===== src/rtl/spi_cssq_pkg.sv =====
package spi_cssq_pkg;
   typedef enum logic [2:0] {
      CQ_IDLE,   // lines released, waiting for data
      CQ_LEAD,   // line asserted, timing lead delay
      CQ_FRAME,  // shifter busy
      CQ_GAP,    // held line, timing inter-frame gap
      CQ_HELD,   // held line, no frame pending
      CQ_TAIL,   // line asserted, timing tail delay
      CQ_REST    // line released, timing inactive time
   } cq_state_t;

   localparam logic [1:0] MODE_HOLD  = 2'd2;
   localparam logic [1:0] MODE_QUIET = 2'd3;

   localparam int FLD_W   = 8;
   localparam int FLD_LO  = 0;
   localparam int FLD_HI  = 16;
   localparam int IDX_W   = 5;
   localparam int MAX_CS  = 32;
endpackage


===== src/rtl/cssq_delay_timer.sv =====
module cssq_delay_timer #(
   parameter int W = 8
) (
   input  logic         clk,
   input  logic         rst_n,
   input  logic         tick,
   input  logic         load,
   input  logic [W-1:0] val,
   output logic         expire
);
   logic [W-1:0] cnt;

   always_ff @(posedge clk or negedge rst_n) begin
      if (!rst_n)                 cnt <= '0;
      else if (load)              cnt <= val;
      else if (tick && cnt != 0)  cnt <= cnt - 1'b1;
   end

   // last strobe of the window ends it in the same cycle
   assign expire = (cnt == '0) || (cnt == W'(1) && tick);

   // the count only moves on a strobe or a reload
   assert_cnt_hold_R4: assert property (@(posedge clk) disable iff (!rst_n)
      (!load && !tick) |=> $stable(cnt));
endmodule


===== src/rtl/cssq_line_drive.sv =====
module cssq_line_drive
   import spi_cssq_pkg::*;
#(
   parameter int NCS = 4
) (
   input  logic             clk,
   input  logic             rst_n,
   input  logic             wr,
   input  logic [31:0]      wdata,
   input  logic             on,
   input  logic [IDX_W-1:0] idx,
   output logic [31:0]      rdata,
   output logic [NCS-1:0]   lines
);
   logic [NCS-1:0] mask_q;

   always_ff @(posedge clk or negedge rst_n) begin
      if (!rst_n)   mask_q <= '1;
      else if (wr)  mask_q <= wdata[NCS-1:0];
   end

   for (genvar i = 0; i < NCS; i++) begin : g_line
      assign lines[i] = mask_q[i] ^ (on && idx == IDX_W'(i));
   end

   if (NCS < 32) begin : g_pad
      assign rdata = {{(32-NCS){1'b0}}, mask_q};
   end else begin : g_full
      assign rdata = mask_q;
   end

   // at most one line ever departs from its idle level
   assert_one_line_R3: assert property (@(posedge clk) disable iff (!rst_n)
      $onehot0(lines ^ mask_q));
   // a write lands in the mask one cycle later
   assert_mask_write_R2: assert property (@(posedge clk) disable iff (!rst_n)
      wr |=> (rdata[NCS-1:0] == $past(wdata[NCS-1:0])));
endmodule


===== src/rtl/spi_cs_sequencer.sv =====
module spi_cs_sequencer
   import spi_cssq_pkg::*;
#(
   parameter int NCS = 4
) (
   input  logic             clk,
   input  logic             rst_n,
   input  logic             sck_tick,
   input  logic [4:0]       cs_sel,
   input  logic [1:0]       cs_mode,
   input  logic [31:0]      dly_edge,
   input  logic [31:0]      dly_gap,
   input  logic             idle_wr,
   input  logic [31:0]      idle_wdata,
   output logic [31:0]      idle_rdata,
   input  logic             tx_avail,
   input  logic             frame_done,
   output logic             frame_start,
   output logic [NCS-1:0]   cs_out
);
   if (NCS < 1 || NCS > MAX_CS) begin : g_bad_ncs
      $error("NCS must lie in 1..32");
   end

   cq_state_t        state, state_n;
   logic [IDX_W-1:0] act_idx;
   logic             quiet_run;
   logic             start_q;
   logic             cs_on;
   logic             tmr_load, tmr_exp;
   logic [FLD_W-1:0] tmr_val;

   wire [FLD_W-1:0] d_lead = dly_edge[FLD_LO +: FLD_W];
   wire [FLD_W-1:0] d_tail = dly_edge[FLD_HI +: FLD_W];
   wire [FLD_W-1:0] d_rest = dly_gap[FLD_LO +: FLD_W];
   wire [FLD_W-1:0] d_gap  = dly_gap[FLD_HI +: FLD_W];

   always_comb begin
      state_n = state;
      unique case (state)
         CQ_IDLE:  if (tx_avail) state_n = (cs_mode == MODE_QUIET) ? CQ_FRAME : CQ_LEAD;
         CQ_LEAD:  if (tmr_exp) state_n = CQ_FRAME;
         CQ_FRAME: if (frame_done) begin
            if (quiet_run)                 state_n = CQ_IDLE;
            else if (cs_mode == MODE_HOLD) state_n = tx_avail ? CQ_GAP : CQ_HELD;
            else                           state_n = CQ_TAIL;
         end
         CQ_GAP:   if (tmr_exp) state_n = CQ_FRAME;
         CQ_HELD:  if (cs_mode != MODE_HOLD || cs_sel != act_idx) state_n = CQ_TAIL;
                   else if (tx_avail) state_n = CQ_GAP;
         CQ_TAIL:  if (tmr_exp) state_n = CQ_REST;
         CQ_REST:  if (tmr_exp) state_n = (tx_avail && cs_mode != MODE_QUIET) ? CQ_LEAD : CQ_IDLE;
         default:  state_n = CQ_IDLE;
      endcase
   end

   always_comb begin
      unique case (state_n)
         CQ_LEAD: tmr_val = d_lead;
         CQ_GAP:  tmr_val = d_gap;
         CQ_TAIL: tmr_val = d_tail;
         CQ_REST: tmr_val = d_rest;
         default: tmr_val = '0;
      endcase
   end
   assign tmr_load = (state_n != state);

   always_ff @(posedge clk or negedge rst_n) begin
      if (!rst_n) begin
         state     <= CQ_IDLE;
         act_idx   <= '0;
         quiet_run <= 1'b0;
         start_q   <= 1'b0;
      end else begin
         state   <= state_n;
         start_q <= (state_n == CQ_FRAME) && (state != CQ_FRAME);
         if (state_n == CQ_LEAD && state != CQ_LEAD) act_idx <= cs_sel;
         if (state_n == CQ_FRAME && state != CQ_FRAME) quiet_run <= (state == CQ_IDLE);
      end
   end

   assign cs_on = (state inside {CQ_LEAD, CQ_GAP, CQ_HELD, CQ_TAIL}) ||
                  (state == CQ_FRAME && !quiet_run);
   assign frame_start = start_q;

   cssq_delay_timer #(.W(FLD_W)) u_timer (
      .clk(clk), .rst_n(rst_n), .tick(sck_tick),
      .load(tmr_load), .val(tmr_val), .expire(tmr_exp));

   cssq_line_drive #(.NCS(NCS)) u_lines (
      .clk(clk), .rst_n(rst_n), .wr(idle_wr), .wdata(idle_wdata),
      .on(cs_on), .idx(act_idx), .rdata(idle_rdata), .lines(cs_out));

   // start is one cycle wide and is followed by a busy frame
   assert_start_pulse_R10: assert property (@(posedge clk) disable iff (!rst_n)
      frame_start |=> !frame_start);
   assert_start_busy_R10: assert property (@(posedge clk) disable iff (!rst_n)
      (frame_start && !frame_done) |=> (state == CQ_FRAME));
   // every release opens an inactive window
   assert_release_rest_R6: assert property (@(posedge clk) disable iff (!rst_n)
      $fell(cs_on) |-> (state == CQ_REST));
   // an index swap while held starts the tail
   assert_hold_swap_R8: assert property (@(posedge clk) disable iff (!rst_n)
      (state == CQ_HELD && cs_mode == MODE_HOLD && cs_sel != act_idx) |=> (state == CQ_TAIL));
   // quiet launch leaves every line at its idle level
   assert_quiet_launch_R9: assert property (@(posedge clk) disable iff (!rst_n)
      (state == CQ_IDLE && tx_avail && cs_mode == MODE_QUIET && !idle_wr)
      |=> (frame_start && cs_out == idle_rdata[NCS-1:0]));
endmodule


===== config.mk =====
export PLATFORM = sky130hd
export DESIGN_NAME = spi_cs_sequencer
export DESIGN_NICKNAME = d
export VERILOG_FILES = /design/src/rtl/spi_cssq_pkg.sv /design/src/rtl/cssq_delay_timer.sv /design/src/rtl/cssq_line_drive.sv /design/src/rtl/spi_cs_sequencer.sv
export SDC_FILE = /design/constraint.sdc
export NUM_CORES = 1
export LEC_CHECK = 0
export CORE_MARGIN = 10
export CORE_UTILIZATION = 29
export CTS_CLUSTER_SIZE = 10
export DETAILED_ROUTE_END_ITERATION = 16
export PLACE_DENSITY = 0.71
export SLEW_MARGIN = 40
export SYNTH_ARGS = -nofsm -noshare
export SYNTH_HDL_FRONTEND = slang
export SYNTH_HIERARCHICAL = 1
export SYNTH_SLANG_ARGS = --single-unit

===== constraint.sdc =====
create_clock -name clk -period 3.7 [get_ports clk]
set_clock_uncertainty 0.1 [all_clocks]
set_input_delay 1.11 -clock clk [delete_from_list [all_inputs] [get_ports clk]]
set_output_delay 1.11 -clock clk [all_outputs]
set_load 0.05 [all_outputs]

==> run_results.csv <==
group,metric,value,unit
outcome,outcome,"complete, no violations",
power_and_ir_drop,leakage,1.14,nW
route,wl,5110,um
timing,worstMarginPinSlew,0.577,ns
critical_path,cp_max_fo,7,
critical_path,cp-end-kind,"flop",
clocking,clock_path_buffers,2,
cells_and_area,diodes,0,
cells_and_area,fillers,641,
synthesis,synth_top_area_cell,"dfrtp_1",
cells_and_area,final_cell_area,0.00259,mm^2
synthesis,synth_ff_type,"dfrtp_1",
hold_path,hold_start,"act_idx[4]",
timing,fin_crit,3.46,ns
timing,hold-worst-slack,0.522,ns
cells_and_area,areaGrowthSynthToFinish,33.9,%
clocking,cts_root_buf,"clkbuf_8",
route,viasPerCell,4.68,
route,first_pass_iters,4,
clocking,clk_pin_slew,0.08,ns
route,drc,0,
timing,finalMaxSlewViolations,0,
critical_path,worstSetupPathType,"input pin to flop",
clocking,cts.sinks,22,
synthesis,synth_edf_count,0,
route,wl_per_cell,14.3,um
timing,setup_viol,0,
critical_path,worst-r2r-setup-slack,0.59,ns
place,dp.final_hpwl,4280,um
cells_and_area,fin_nets,392,
global_routing,grt_pass1_wl,8220,um
critical_path,cp.arrival,3.52,ns
place,port_buffers,57,
synthesis,synth_cell_types,53,
clocking,ctsResizeCount,0,
critical_path,start_kind,"input pin",
die,coreArea,0.00642,mm^2
clocking,tritoncts,"built",
die,die_w,102,um
power_and_ir_drop,ir_drop,0.268,mV
clocking,ctsHoldBuffers,0,
hold_path,hp-class,"flop to flop",
place,place_ws,-0.0148,ns
die,row_count,29,
global_routing,antenna_found_initial,0,
synthesis,ys_async_sr_fraction,100,%
synthesis,ys_top_cells_by_area,"dfrtp_1 (23%), buf_4 (11%), dfstp_2 (5.4%)",
route,vias,1669,
timing,max_slew_margin,61.2,%
clocking,post_cts_buffers,0,
global_routing,grt_pass1_vias,1760,
critical_path,reg2reg_to,"u_timer/cnt[7]",
power_and_ir_drop,total_power,1.84,mW
clocking,cts.htree.levels,1,
hold_path,min_to,"act_idx[4]",
place,placed_area,0.00255,mm^2
hold_path,hold_path_depth,1,
timing,period_share,93.6,%
job,drv_cap,0,
synthesis,ys_ff_latch,22,
timing,fmax,0.289,GHz
cells_and_area,layout-drive-gt1-share,16.8,%
timing,grt_setup_unrepaired,"false",
critical_path,rr_startpoint,"u_timer/cnt[6]",
synthesis,syn_inst,213,
route,detail-route-antenna-nets,0,
place,gp_congestion,0.898,
route,drtIter0Drc,61,
synthesis,netlist.area_leader.share,23.3,%
clocking,cts_buffers,3,
synthesis,syn_area,0.00194,mm^2
global_routing,global_route.usage.total,9.58,%
critical_path,ff2ff_path_depth,12,
die,ioPinCount,146,
global_routing,overflow,0,
critical_path,critPathRequiredTime,3.75,ns
place,dp_cells,353,
synthesis,synth-warning-count,6,
clocking,clock_latency,0.26,ns
die,die_area,0.0103,mm^2
power_and_ir_drop,power.density,710,mW/mm^2
cells_and_area,stdcell_count,357,
die,initial_utilization,30.1,%
synthesis,seq_area_frac_synth,28.7,%
die,chipHeight,102,um
timing,worst_slack,0.236,ns
timing,hold_viol_final,0,
synthesis,syn-mean-instance-area,9.09,um^2
global_routing,grt_max_degree,20,
[layout make-up]
class                      count  area, um^2  area share, %
clock buffer                   4        45.0           1.74
inverter                      15        56.3           2.17
multi-input combinational    168        1180           45.5
sequential                    22         556           21.4
tap                           77        96.3           3.72
timing repair buffer          71         661           25.5
[routing by layer]
metal | wire length (um) | vias up | track usage (%)
met2 | 2360 | 73 | 16.1
met3 | 464 | 2 | 2.79
met1 | 2270 | 761 | 11.9
li1 | - | 833 | -
met5 | 0 | - | 0
met4 | 17 | 0 | 1.98
[flip-flops by register name (all words and copies together) (netlist names)]
register / cells
frame_start: 1
quiet_run: 1
act_idx: 5
u_timer/cnt: 8
state: 3
u_lines/mask_q: 4
[placed cells by master, fill, tap and decap left out, drive strengths merged, types with 2 or more instances in the layout]
master	netlist	layout
a21oi	7	7
nand3b	4	4
nor4bb	2	2
nor4b	2	2
buf	32	19
xnor2	10	10
ha	2	2
nand2b	4	4
clkdlybuf4s50	0	52
nand3	6	6
clkbuf	3	4
o31a	2	2
o21ai	13	13
nand2	23	23
dfstp	4	4
nor2	6	6
a211o	2	2
mux2i	9	9
a31oi	2	2
a21boi	3	3
conb	1	28
a32oi	2	2
nor4	3	3
mux2	11	11
inv	15	15
dfrtp	18	18
nor3	2	2
o221ai	8	8
nor2b	5	5
[report_power, final]
part / switching [mW] / internal [mW] / total (mW)
Clock: 0.0763 / 0.0767 / 0.153
Combinational: 0.618 / 0.581 / 1.20
Sequential: 0.144 / 0.344 / 0.488
[worst max-delay path by stage]
stage                           from              to  depth (start not counted)  slack, ns
after floorplan             state[1]       cs_out[1]                          6       0.53
after global placement      sck_tick  u_timer/cnt[7]                         12       0.01
after detailed placement    sck_tick  u_timer/cnt[7]                         12      -0.01
after CTS                   sck_tick  u_timer/cnt[7]                         12       0.24
after global routing      cs_mode[0]  u_timer/cnt[7]                          9       0.03
final                     cs_mode[0]  u_timer/cnt[7]                          9       0.24
[through the flow]
stage	TNS [ns]	utilization, %
after floorplan	0	-
after global placement	0	39.7
after detailed placement	-0.0148	39.7
after CTS	0	40.4
after global routing	0	40.4
final	0	40.4
[cells in the mapped netlist, drive strengths merged (2+ instances only)]
cell	instances
a211o	2
a21boi	3
a21oi	7
a31oi	2
a32oi	2
buf	32
clkbuf	3
dfrtp	18
dfstp	4
ha	2
inv	15
mux2	11
mux2i	9
nand2	23
nand2b	4
nand3	6
nand3b	4
nor2	6
nor2b	5
nor3	2
nor4	3
nor4b	2
nor4bb	2
o21ai	13
o221ai	8
o31a	2
xnor2	10
[worst max-delay path: stages]
cell and delay (ns):
clkdlybuf4s50_1 0.55, nor4bb_1 0.08, o311ai_1 0.39, nand3_1 0.13
a31oi_1 0.25, buf_4 0.24, mux2i_1 0.22, o221ai_1 0.16
a221o_1 0.37
[cell families (layout without fill, tap and decap cells)]
| family | Yosys count | after routing | synth area share (%) |
|---|---|---|---|
| AND/OR/NAND/NOR | 62 | 62 | 19.7 |
| multiplexers | 20 | 20 | 12.0 |
| flip-flops | 22 | 22 | 28.7 |
| buffers and inverters | 50 | 90 | 15.6 |
| XOR/XNOR | 10 | 10 | 4.52 |
| AO/OA/AOI/OAI | 46 | 46 | 17.9 |
| adder cells (fa/ha/maj) | 2 | 2 | 1.29 |
| other | 1 | 28 | 0.194 |
(Power assumes the default switching activity.)
